`src/rtl/std_ident_pkg.sv`:
```
package std_ident_pkg;

    typedef enum logic [2:0] {
        ST_PAL_SEARCH  = 3'd0,
        ST_SEC_SEARCH  = 3'd1,
        ST_PAL_RECHECK = 3'd2,
        ST_SEC_CONFIRM = 3'd3,
        ST_PAL_LOCK    = 3'd4,
        ST_SEC_LOCK    = 3'd5,
        ST_FORCE_PAL   = 3'd6,
        ST_FORCE_SEC   = 3'd7
    } id_state_t;

    typedef enum logic [1:0] {
        FRC_AUTO  = 2'b00,
        FRC_PAL   = 2'b01,
        FRC_SEC   = 2'b10,
        FRC_AUTO2 = 2'b11
    } force_t;

endpackage

```
`src/rtl/std_ident_field_cnt.sv`:
```
module std_ident_field_cnt #(
    parameter int unsigned LIMIT = 2
) (
    input  logic clk,
    input  logic rst_n,
    input  logic clr,
    input  logic inc,
    output logic last
);
    localparam int unsigned CW = (LIMIT > 1) ? $clog2(LIMIT) : 1;

    logic [CW-1:0] cnt_q;

    always_ff @(posedge clk or negedge rst_n) begin
        if (!rst_n)
            cnt_q <= '0;
        else if (clr)
            cnt_q <= '0;
        else if (inc)
            cnt_q <= cnt_q + 1'b1;
    end

    assign last = (cnt_q == CW'(LIMIT - 1));

    // the controller never lets the count pass its limit
    a_r2_r6_cnt_bound: assert property (@(posedge clk) disable iff (!rst_n)
        int'(cnt_q) < int'(LIMIT));

    a_r2_r6_no_wrap: assert property (@(posedge clk) disable iff (!rst_n)
        (inc && !clr) |-> !last);

endmodule

```
`src/rtl/std_ident_out_dec.sv`:
```
module std_ident_out_dec
    import std_ident_pkg::*;
(
    input  id_state_t state,
    output logic      pal_en,
    output logic      secam_en,
    output logic      std_is_pal,
    output logic      color_on
);
    always_comb begin
        pal_en   = 1'b0;
        color_on = 1'b0;
        unique case (state)
            ST_PAL_SEARCH:  begin pal_en = 1'b1; color_on = 1'b0; end
            ST_SEC_SEARCH:  begin pal_en = 1'b0; color_on = 1'b0; end
            ST_PAL_RECHECK: begin pal_en = 1'b1; color_on = 1'b0; end
            ST_SEC_CONFIRM: begin pal_en = 1'b0; color_on = 1'b0; end
            ST_PAL_LOCK:    begin pal_en = 1'b1; color_on = 1'b1; end
            ST_SEC_LOCK:    begin pal_en = 1'b0; color_on = 1'b1; end
            ST_FORCE_PAL:   begin pal_en = 1'b1; color_on = 1'b1; end
            ST_FORCE_SEC:   begin pal_en = 1'b0; color_on = 1'b1; end
        endcase
        secam_en   = ~pal_en;
        std_is_pal = pal_en;
    end
endmodule

```
`src/rtl/std_ident_seq.sv`:
```
module std_ident_seq
    import std_ident_pkg::*;
#(
    parameter int unsigned TRIAL_FIELDS = 2,
    parameter int unsigned LOSS_FIELDS  = 2
) (
    input  logic       clk,
    input  logic       rst_n,
    input  logic [1:0] force_sel,
    input  logic       field_tick,
    input  logic       pal_hit,
    input  logic       secam_hit,
    input  logic       id_neg,
    output logic       pal_en,
    output logic       secam_en,
    output logic       std_is_pal,
    output logic       color_on,
    output logic       phase_flip
);
    id_state_t state, state_nx;
    id_state_t hit_target, miss_target;

    logic frc_pal, frc_sec, frc_any;
    logic in_trial, in_lock, in_force;
    logic tested_pal, trial_hit, lock_hit;
    logic trial_last, loss_last;
    logic trial_clr, trial_inc, loss_clr, loss_inc;
    logic flip_nx, flip_q;

    assign frc_pal = (force_sel == FRC_PAL);
    assign frc_sec = (force_sel == FRC_SEC);
    assign frc_any = frc_pal | frc_sec;

    assign in_trial   = (state == ST_PAL_SEARCH) || (state == ST_SEC_SEARCH) ||
                        (state == ST_PAL_RECHECK) || (state == ST_SEC_CONFIRM);
    assign in_lock    = (state == ST_PAL_LOCK) || (state == ST_SEC_LOCK);
    assign in_force   = (state == ST_FORCE_PAL) || (state == ST_FORCE_SEC);
    assign tested_pal = (state == ST_PAL_SEARCH) || (state == ST_PAL_RECHECK);
    assign trial_hit  = tested_pal ? pal_hit : secam_hit;
    assign lock_hit   = (state == ST_PAL_LOCK) ? pal_hit : secam_hit;

    // where each trial state goes on a hit and on running out of fields
    always_comb begin
        hit_target  = ST_PAL_LOCK;
        miss_target = ST_SEC_SEARCH;
        unique case (state)
            ST_PAL_SEARCH:  begin hit_target = ST_PAL_LOCK;    miss_target = ST_SEC_SEARCH;  end
            ST_SEC_SEARCH:  begin hit_target = ST_PAL_RECHECK; miss_target = ST_PAL_SEARCH;  end
            ST_PAL_RECHECK: begin hit_target = ST_PAL_LOCK;    miss_target = ST_SEC_CONFIRM; end
            ST_SEC_CONFIRM: begin hit_target = ST_SEC_LOCK;    miss_target = ST_PAL_SEARCH;  end
            ST_PAL_LOCK,
            ST_SEC_LOCK,
            ST_FORCE_PAL,
            ST_FORCE_SEC:   begin hit_target = state;          miss_target = state;          end
        endcase
    end

    always_comb begin
        state_nx  = state;
        flip_nx   = 1'b0;
        trial_inc = 1'b0;
        loss_inc  = 1'b0;
        loss_clr  = 1'b1;
        if (frc_pal) begin
            state_nx = ST_FORCE_PAL;
        end else if (frc_sec) begin
            state_nx = ST_FORCE_SEC;
        end else if (in_force) begin
            state_nx = ST_PAL_SEARCH;
        end else if (in_trial) begin
            if (field_tick) begin
                if (trial_hit)
                    state_nx = hit_target;
                else if (id_neg)
                    flip_nx = 1'b1;
                else if (trial_last)
                    state_nx = miss_target;
                else
                    trial_inc = 1'b1;
            end
        end else if (in_lock) begin
            loss_clr = 1'b0;
            if (field_tick) begin
                if (lock_hit)
                    loss_clr = 1'b1;
                else if (loss_last) begin
                    state_nx = ST_PAL_SEARCH;
                    loss_clr = 1'b1;
                end else
                    loss_inc = 1'b1;
            end
        end
        trial_clr = (state_nx != state) || flip_nx || !in_trial;
    end

    always_ff @(posedge clk or negedge rst_n) begin
        if (!rst_n) begin
            state  <= ST_PAL_SEARCH;
            flip_q <= 1'b0;
        end else begin
            state  <= state_nx;
            flip_q <= flip_nx;
        end
    end

    std_ident_field_cnt #(.LIMIT(TRIAL_FIELDS)) u_trial_cnt (
        .clk   (clk),
        .rst_n (rst_n),
        .clr   (trial_clr),
        .inc   (trial_inc),
        .last  (trial_last)
    );

    std_ident_field_cnt #(.LIMIT(LOSS_FIELDS)) u_loss_cnt (
        .clk   (clk),
        .rst_n (rst_n),
        .clr   (loss_clr),
        .inc   (loss_inc),
        .last  (loss_last)
    );

    std_ident_out_dec u_out_dec (
        .state      (state),
        .pal_en     (pal_en),
        .secam_en   (secam_en),
        .std_is_pal (std_is_pal),
        .color_on   (color_on)
    );

    assign phase_flip = flip_q;

    a_r2_one_std: assert property (@(posedge clk) disable iff (!rst_n)
        (pal_en != secam_en) && (std_is_pal == pal_en));

    a_r9_quiet_between_ticks: assert property (@(posedge clk) disable iff (!rst_n)
        (!field_tick && !frc_any && !in_force) |=> $stable(state));

    a_r3_pal_locks: assert property (@(posedge clk) disable iff (!rst_n)
        (field_tick && pal_hit && !frc_any && pal_en && !color_on) |=> (pal_en && color_on));

    a_r4_sec_confirms: assert property (@(posedge clk) disable iff (!rst_n)
        (field_tick && secam_hit && !frc_any && state == ST_SEC_CONFIRM) |=> (color_on && !std_is_pal));

    a_r6_hit_keeps_lock: assert property (@(posedge clk) disable iff (!rst_n)
        (field_tick && pal_hit && !frc_any && state == ST_PAL_LOCK) |=> (state == ST_PAL_LOCK));

    a_r7_force_pal: assert property (@(posedge clk) disable iff (!rst_n)
        frc_pal |=> (pal_en && color_on));

    a_r7_force_sec: assert property (@(posedge clk) disable iff (!rst_n)
        frc_sec |=> (secam_en && color_on));

    a_r8_flip_cause: assert property (@(posedge clk) disable iff (!rst_n)
        phase_flip |-> ($past(field_tick) && $past(id_neg) && !$past(frc_any)));

    a_r10_color_states: assert property (@(posedge clk) disable iff (!rst_n)
        color_on |-> (in_lock || in_force));

endmodule

```
`config.mk`:
```
export PLATFORM = sky130hd
export DESIGN_NAME = std_ident_seq
export DESIGN_NICKNAME = d
export VERILOG_FILES = /design/src/rtl/std_ident_pkg.sv /design/src/rtl/std_ident_field_cnt.sv /design/src/rtl/std_ident_out_dec.sv /design/src/rtl/std_ident_seq.sv
export SDC_FILE = /design/constraint.sdc
export NUM_CORES = 1
export LEC_CHECK = 0
export ABC_AREA = 0
export BUFFER_PORTS_ARGS = -buffer_cell sky130_fd_sc_hd__buf_2
export CAP_MARGIN = 40
export CELL_PAD_IN_SITES_DETAIL_PLACEMENT = 1
export CELL_PAD_IN_SITES_GLOBAL_PLACEMENT = 1
export CORE_MARGIN = 2
export CORE_UTILIZATION = 37
export CTS_BUF_LIST = sky130_fd_sc_hd__clkbuf_4
export CTS_CLUSTER_SIZE = 28
export DETAILED_ROUTE_END_ITERATION = 12
export HOLD_SLACK_MARGIN = 0.05
export PLACE_DENSITY_LB_ADDON = 0.1
export SLEW_MARGIN = 20
export SYNTH_ARGS = -nofsm -noshare
export SYNTH_HDL_FRONTEND = slang
export SYNTH_SLANG_ARGS = --single-unit
```
`constraint.sdc`:
```
create_clock -name clk -period 1.8 [get_ports clk]
set_input_delay 0.36 -clock clk [delete_from_list [all_inputs] [get_ports clk]]
set_output_delay 0.36 -clock clk [all_outputs]
set_load 0.005 [all_outputs]
```
## After elaboration in Yosys (flattened, before gate mapping)

Memories as Yosys holds them, arrays and structs flattened.
Index checks and enable logic that the tools add are counted.
Widths: inputs -> output; s select.

| word-level totals | value |
|---|---|
| register bits after elaboration | 6 |
| bits in read-only memories | 16 |
| bits of input ports | 8 |
| output and inout bits | 5 |
| word-level logic and storage cells | 84 |
| memories | 1 |

| cells by class | value |
|---|---|
| add/subtract/negate cells | 2 |
| eq/ne operators | 10 |
| muxes and demuxes | 51 |
| bitwise operators | 1 |
| reduce and logical (&&, ||, !) cells | 15 |

Memory list:

| memory | words | width | read ports | clocked after Yosys merged registers in | write ports | RTL line | RTL |
|---|---|---|---|---|---|---|---|
| (name not given) | 8 | 2 | 1 | 0 | 0 | std_ident_out_dec.sv:13 | `unique case (state)` |

Operators by type and width:

| operator | number |
|---|---|
| $mux 1 | 37 |
| $mux 3 | 12 |
| $pmux 3 s4 | 2 |
| $eq 3x3->1 const B | 4 |
| $logic_or 1x1->1 | 8 |
| $eq 3x2->1 const B | 2 |
| $reduce_bool 2->1 | 2 |
| $reduce_or 2->1 | 2 |
| $reduce_or 4->1 | 1 |
| $eq 3x1->1 const B | 1 |
| $logic_not 3->1 | 1 |
| $ne 3x3->1 | 1 |
| $add 1x1->1 const B | 2 |
| $eq 2x1->1 const B | 1 |
| $eq 2x2->1 const B | 1 |
| $logic_not 1->1 | 1 |
| $not 1->1 | 1 |

## Depth between registers and ports, before layout

| depth | value |
|---|---|
| word-level depth | 15 |
| depth in mapped cells | 8 |

## Hierarchy

A second synthesis with hierarchy kept.

| second synthesis, totals | value |
|---|---|
| cells, all modules | 58 |
| area total of the unflattened synthesis | 493.0 um^2 |

Modules (own cells, without submodules):

| module | instances | cells each | area an instance (um^2) | sequential area each (um^2) |
|---|---|---|---|---|
| std_ident_seq | 1 | 48 | 391.6 | 100.1 |
| std_ident_field_cnt | 2 | 3 | 37.5 | 25.0 |
| std_ident_out_dec | 1 | 4 | 26.3 | 0.0 |

## Worst setup path after synthesis

Ideal clock, no wire load.

| timing | value |
|---|---|
| path kind | register to register |
| start point | register state[0] |
| end point | register u_trial_cnt.cnt_q, in the netlist u_trial_cnt.last |
| arrival time | 1.859 ns |
| required time | 1.704 ns |
| path slack | -0.155 ns |
| stages on the path, launching flop included | 9 |
| buffers on the path | 2 |
| clock period less this slack | 1.955 ns |
| path through | dfrtp_1 buf_2 inv_2 ha_1 buf_6 or4b_4 o211ai_2 a31oi_1 nor4_2 |

| between the ends | value |
|---|---|
| cells in the longest elaborated chain, start to end | 15 |
| elaborated cells between the ends (all ways) | 51 |
| those cells by class | eq/ne: 8; mux: 29; reduce/logical: 14 |

Ends and longest elaborated chain:

| element | RTL line | RTL |
|---|---|---|
| from (decl) | std_ident_seq.sv:20 | `id_state_t state, state_nx;` |
| from (signal assigned) | std_ident_seq.sv:101 | `state <= state_nx;` |
| $eq 3x3->1 (tied with other cells) | std_ident_seq.sv:36, std_ident_seq.sv:40, std_ident_seq.sv:46 |  |
| $reduce_or 4->1 or $reduce_or 2->1 (tied branches) | - |  |
| $pmux 3 s4 | std_ident_seq.sv:46 | `unique case (state)` |
| $mux 3 | std_ident_seq.sv:76 | `else if (trial_last)` |
| $mux 3 | std_ident_seq.sv:74 | `else if (id_neg)` |
| $mux 3 | std_ident_seq.sv:72 | `if (trial_hit)` |
| $mux 3 | std_ident_seq.sv:71 | `if (field_tick) begin` |
| $mux 3 | std_ident_seq.sv:70 | `end else if (in_trial) begin` |
| $mux 3 | std_ident_seq.sv:68 | `end else if (in_force) begin` |
| $mux 3 | std_ident_seq.sv:66 | `end else if (frc_sec) begin` |
| $mux 3 | std_ident_seq.sv:64 | `if (frc_pal) begin` |
| $ne 3x3->1 | std_ident_seq.sv:93 | `trial_clr = (state_nx != state) \|\| flip_nx \|\| !in_trial;` |
| $logic_or 1x1->1 (2 in a row) | std_ident_seq.sv:93 |  |
| $mux 1 or $reduce_bool 2->1 (tied branches) | - |  |
| to (signal assigned) | std_ident_field_cnt.sv:20 | `cnt_q <= cnt_q + 1'b1;` |
| to (decl) | std_ident_field_cnt.sv:12 | `logic [CW-1:0] cnt_q;` |

Parallel ways exist; a longest one is shown, timed or not.
A chain may end at the register's enable or synchronous reset.

## Worst setup path in the final report

| timing | value |
|---|---|
| start point | register state[0] |
| end point | register state[0] |

| between the ends | value |
|---|---|
| cells in the longest elaborated chain, start to end | 11 |
| elaborated cells between the ends (all ways) | 33 |
| those cells by class | eq/ne: 7; mux: 16; reduce/logical: 10 |

Ends and longest elaborated chain:

| element | RTL line |
|---|---|
| $eq 3x3->1 (tied with other cells) | std_ident_seq.sv:36, std_ident_seq.sv:40, std_ident_seq.sv:46 |
| $reduce_or 4->1 or $reduce_or 2->1 (tied branches) | - |
| $pmux 3 s4 | std_ident_seq.sv:46 |
| $mux 3 | std_ident_seq.sv:76 |
| $mux 3 | std_ident_seq.sv:74 |
| $mux 3 | std_ident_seq.sv:72 |
| $mux 3 | std_ident_seq.sv:71 |
| $mux 3 | std_ident_seq.sv:70 |
| $mux 3 * | std_ident_seq.sv:68 |
| $mux 3 * | std_ident_seq.sv:66 |
| $mux 3 * | std_ident_seq.sv:64 |
| via state_nx[0] | std_ident_seq.sv:20 |

The timed path passes the listed nets; every way through them passes the cells marked *.

==> summary.txt <==
Power Dens Cells = 746 nW/um^2
WHS Path Cells = 3
CP max stage delay = 0.38 ns
Crit-path cells = inv_2 > ha_4 > mux2i_4 > nor2_1 > a311oi_2 > o31ai_1
Post-synth EDFFs = 0
Max H-tree Level = 1
Global-route wire length before repair = 2960 um
Initial core utilization = 0.395
Clock transition at path regs = 0.05 ns
Crit path max-delay family = compound AO/OA/AOI/OAI gates
Async set-reset flop share out of synthesis = 1.00
Setup TNS Final = 0 ns
Total of max-cap violations = 0
CP bufs+invs = 1
Synth warnings = 0
Vias in the first global route = 617
Worst clock skew = 0.000314 ns
CP Max Fanout = 6
Synth Flop Type = dfrtp_1
Sw Pwr = 220 uW
Worst Hold Launch = id_neg
Chip width = 44.3 um
Cell Area, Synth = 602 um^2
Area share of the largest cell type after synthesis = 0.249
Slowest cell on crit path = dfrtp_1
Share of cells above drive strength 1 = 0.405
Worst EP arrival = 1.77 ns
Flop pwr share = 0.288
CP Launch Type = register
Fin crit period = 1.65 ns
RSZ-0062 raised after global routing = no
Final period util = 0.915
Via count = 617
Final HPWL DP = 1350 um
GRT Resource Usage Total = 0.206
Setup violators final = 0
Combinational cell fraction of total power = 0.481
P_int = 344 uW
Register area share after synthesis = 0.249
R2r setup slk = 0.15 ns
Core area = 1520 um^2
Worst setup EP type = register
Routed len/inst = 18.2 um
Total CTS buffers = 3
Antenna Diode Count = 0
Std-Cell Rows = 14
Outcome = finished, final reports clean
FF-to-FF End = state[0]
Area Growth Syn to Fin = 25.6%
Maximum clock rate = 607 MHz
Largest net degree at the start of global routing = 13
Slew HR = 0.671
Port bufs = 12
Distinct cells, synth = 35
Clock Power Share = 0.231
Leakage Power = 0.000323 uW
Initial antenna violation count = 0
Chip height = 44.3 um
CTS tree = done
Iter 0 DRT Violations = 7
Detailed-route wire length = 1820 um
IO Pins = 13
ANT nets after route = 0
Worst IR drop on VDD = 371 uV
DP Worst Slack = 0.0363 ns
Synthesized net count = 79
Worst Hold Class = primary input to register
Path depth of the worst reg2reg path = 6
GPL Wtd Cong = 0.844
DRC = 0
Cell count after synthesis = 69
Yosys top cell by area = dfrtp_1
Longest Clk Path Bufs = 2
Seq cells post-synth = 6
Total grt overflow = 0
FF-to-FF Start = state[0]
Clock sinks = 6
Switching Fraction = 0.390
Root buf cell = clkbuf_4
WP data required = 1.92 ns
Net count, final = 96
Slew Viols, Final = 0
Drt pass-1 iters = 4
Insertion delay to the later sink of the worst-skew pair = 0.24 ns
Fillers = 190
Final hold vios = 0
Synth top area cells = dfrtp_1, ha_1, o211ai_2, buf_6, a21oi_1
Mean post-synth cell area = 8.72 um^2
Setup Crit Path Kind = register to register
Final WS setup = 0.152 ns
Worst-margin pin slew = 0.492 ns
Via density = 6.17
Die footprint = 1970 um^2
Hold Path End = phase_flip
state kept, by name, indices dropped and copies added (netlist names):
register          flops
u_loss_cnt.last       1
state                 3
u_trial_cnt.last      1
phase_flip            1
placed cells by master, fill, tap and decap left out, types with 3 or more instances in the layout:
cell / Yosys / layout
inv_1: 5 / 5
nor2_1: 3 / 3
clkbuf_4: 0 / 3
buf_2: 1 / 12
nand2b_1: 3 / 3
nand2_1: 5 / 5
a21oi_1: 4 / 4
a31oi_1: 3 / 3
buf_4: 2 / 4
dfrtp_1: 6 / 6
worst min-delay path, stage by stage:
cell,delay (ns)
buf_2,0.13
nand2_1,0.06
nor3_1,0.04
kinds of logic (layout without fill, tap and decap cells):
family | Yosys count | after routing | share of synthesized area
buffers and inverters | 11 | 26 | 0.108
muxes | 4 | 4 | 0.0748
AOI/OAI and AO/OA | 22 | 22 | 0.277
xor gates and xnor gates | 1 | 1 | 0.0146
adders and majority gates | 2 | 2 | 0.0416
DFF | 6 | 6 | 0.249
and+or+nand+nor | 23 | 23 | 0.235
power groups by stage:
stage               Combinational [uW]  Clock [uW]  Sequential, uW
floorplan                          180           0             164
global placement                   244           0             164
detailed placement                 246           0             164
CTS                                250         132             162
global route                       293         144             165
finish                             271         130             163
per-layer routing:
layer,part of all wire,up-vias,track usage
li1,-,290,-
met1,0.45,304,0.285
met2,0.49,23,0.338
met3,0.050,0,0.0286
met4,0,0,0.0485
met5,0,-,0
timing repair:
item / in CTS / in global routing
endpoints found under the hold margin: 6 / 0
resized for setup: 0 / 4
hold buffers: 1 / 0
setup buffers: 0 / 0
endpoints found under the setup margin: 0 / 3
worst max-delay path by stage:
stage / startpoint / end / slack, ns / cells past startpoint
final: state[0] / state[0] / 0.15 / 6
after global placement: state[0] / u_trial_cnt.last / 0.09 / 6
after CTS: state[0] / state[1] / 0.02 / 6
after floorplan: state[0] / u_trial_cnt.last / 0.01 / 8
after detailed placement: state[0] / u_trial_cnt.last / 0.04 / 6
after global routing: state[2] / state[0] / 0.04 / 6
cell usage after synthesis (3+ instances only):
library cell and number:
nand2_1 5, a31oi_1 3, nand2b_1 3, inv_1 5, dfrtp_1 6, a21oi_1 4, nor2_1 3
layout make-up:
cell class	instances	area (um^2)	area share
multi-input combinational	52	440	0.583
sequential	6	150	0.199
timing repair buffer	17	100	0.132
clock buffer	3	22.5	0.0298
inverter	6	22.5	0.0298
tap	16	20.0	0.0265
through the flow:
stage,hold slack (ns),total power (uW),util,instances,instance area [um^2]
3_5_place_dp,0.201,410,0.459,96,699
6_report,0.393,564,0.496,100,756
3_3_place_gp,0.202,408,0.459,96,699
2_1_floorplan,0.0644,344,-,69,638
4_1_cts,0.389,543,0.480,100,732
5_1_grt,0.409,602,0.496,100,756
Power figures use the tool's default switching activity.
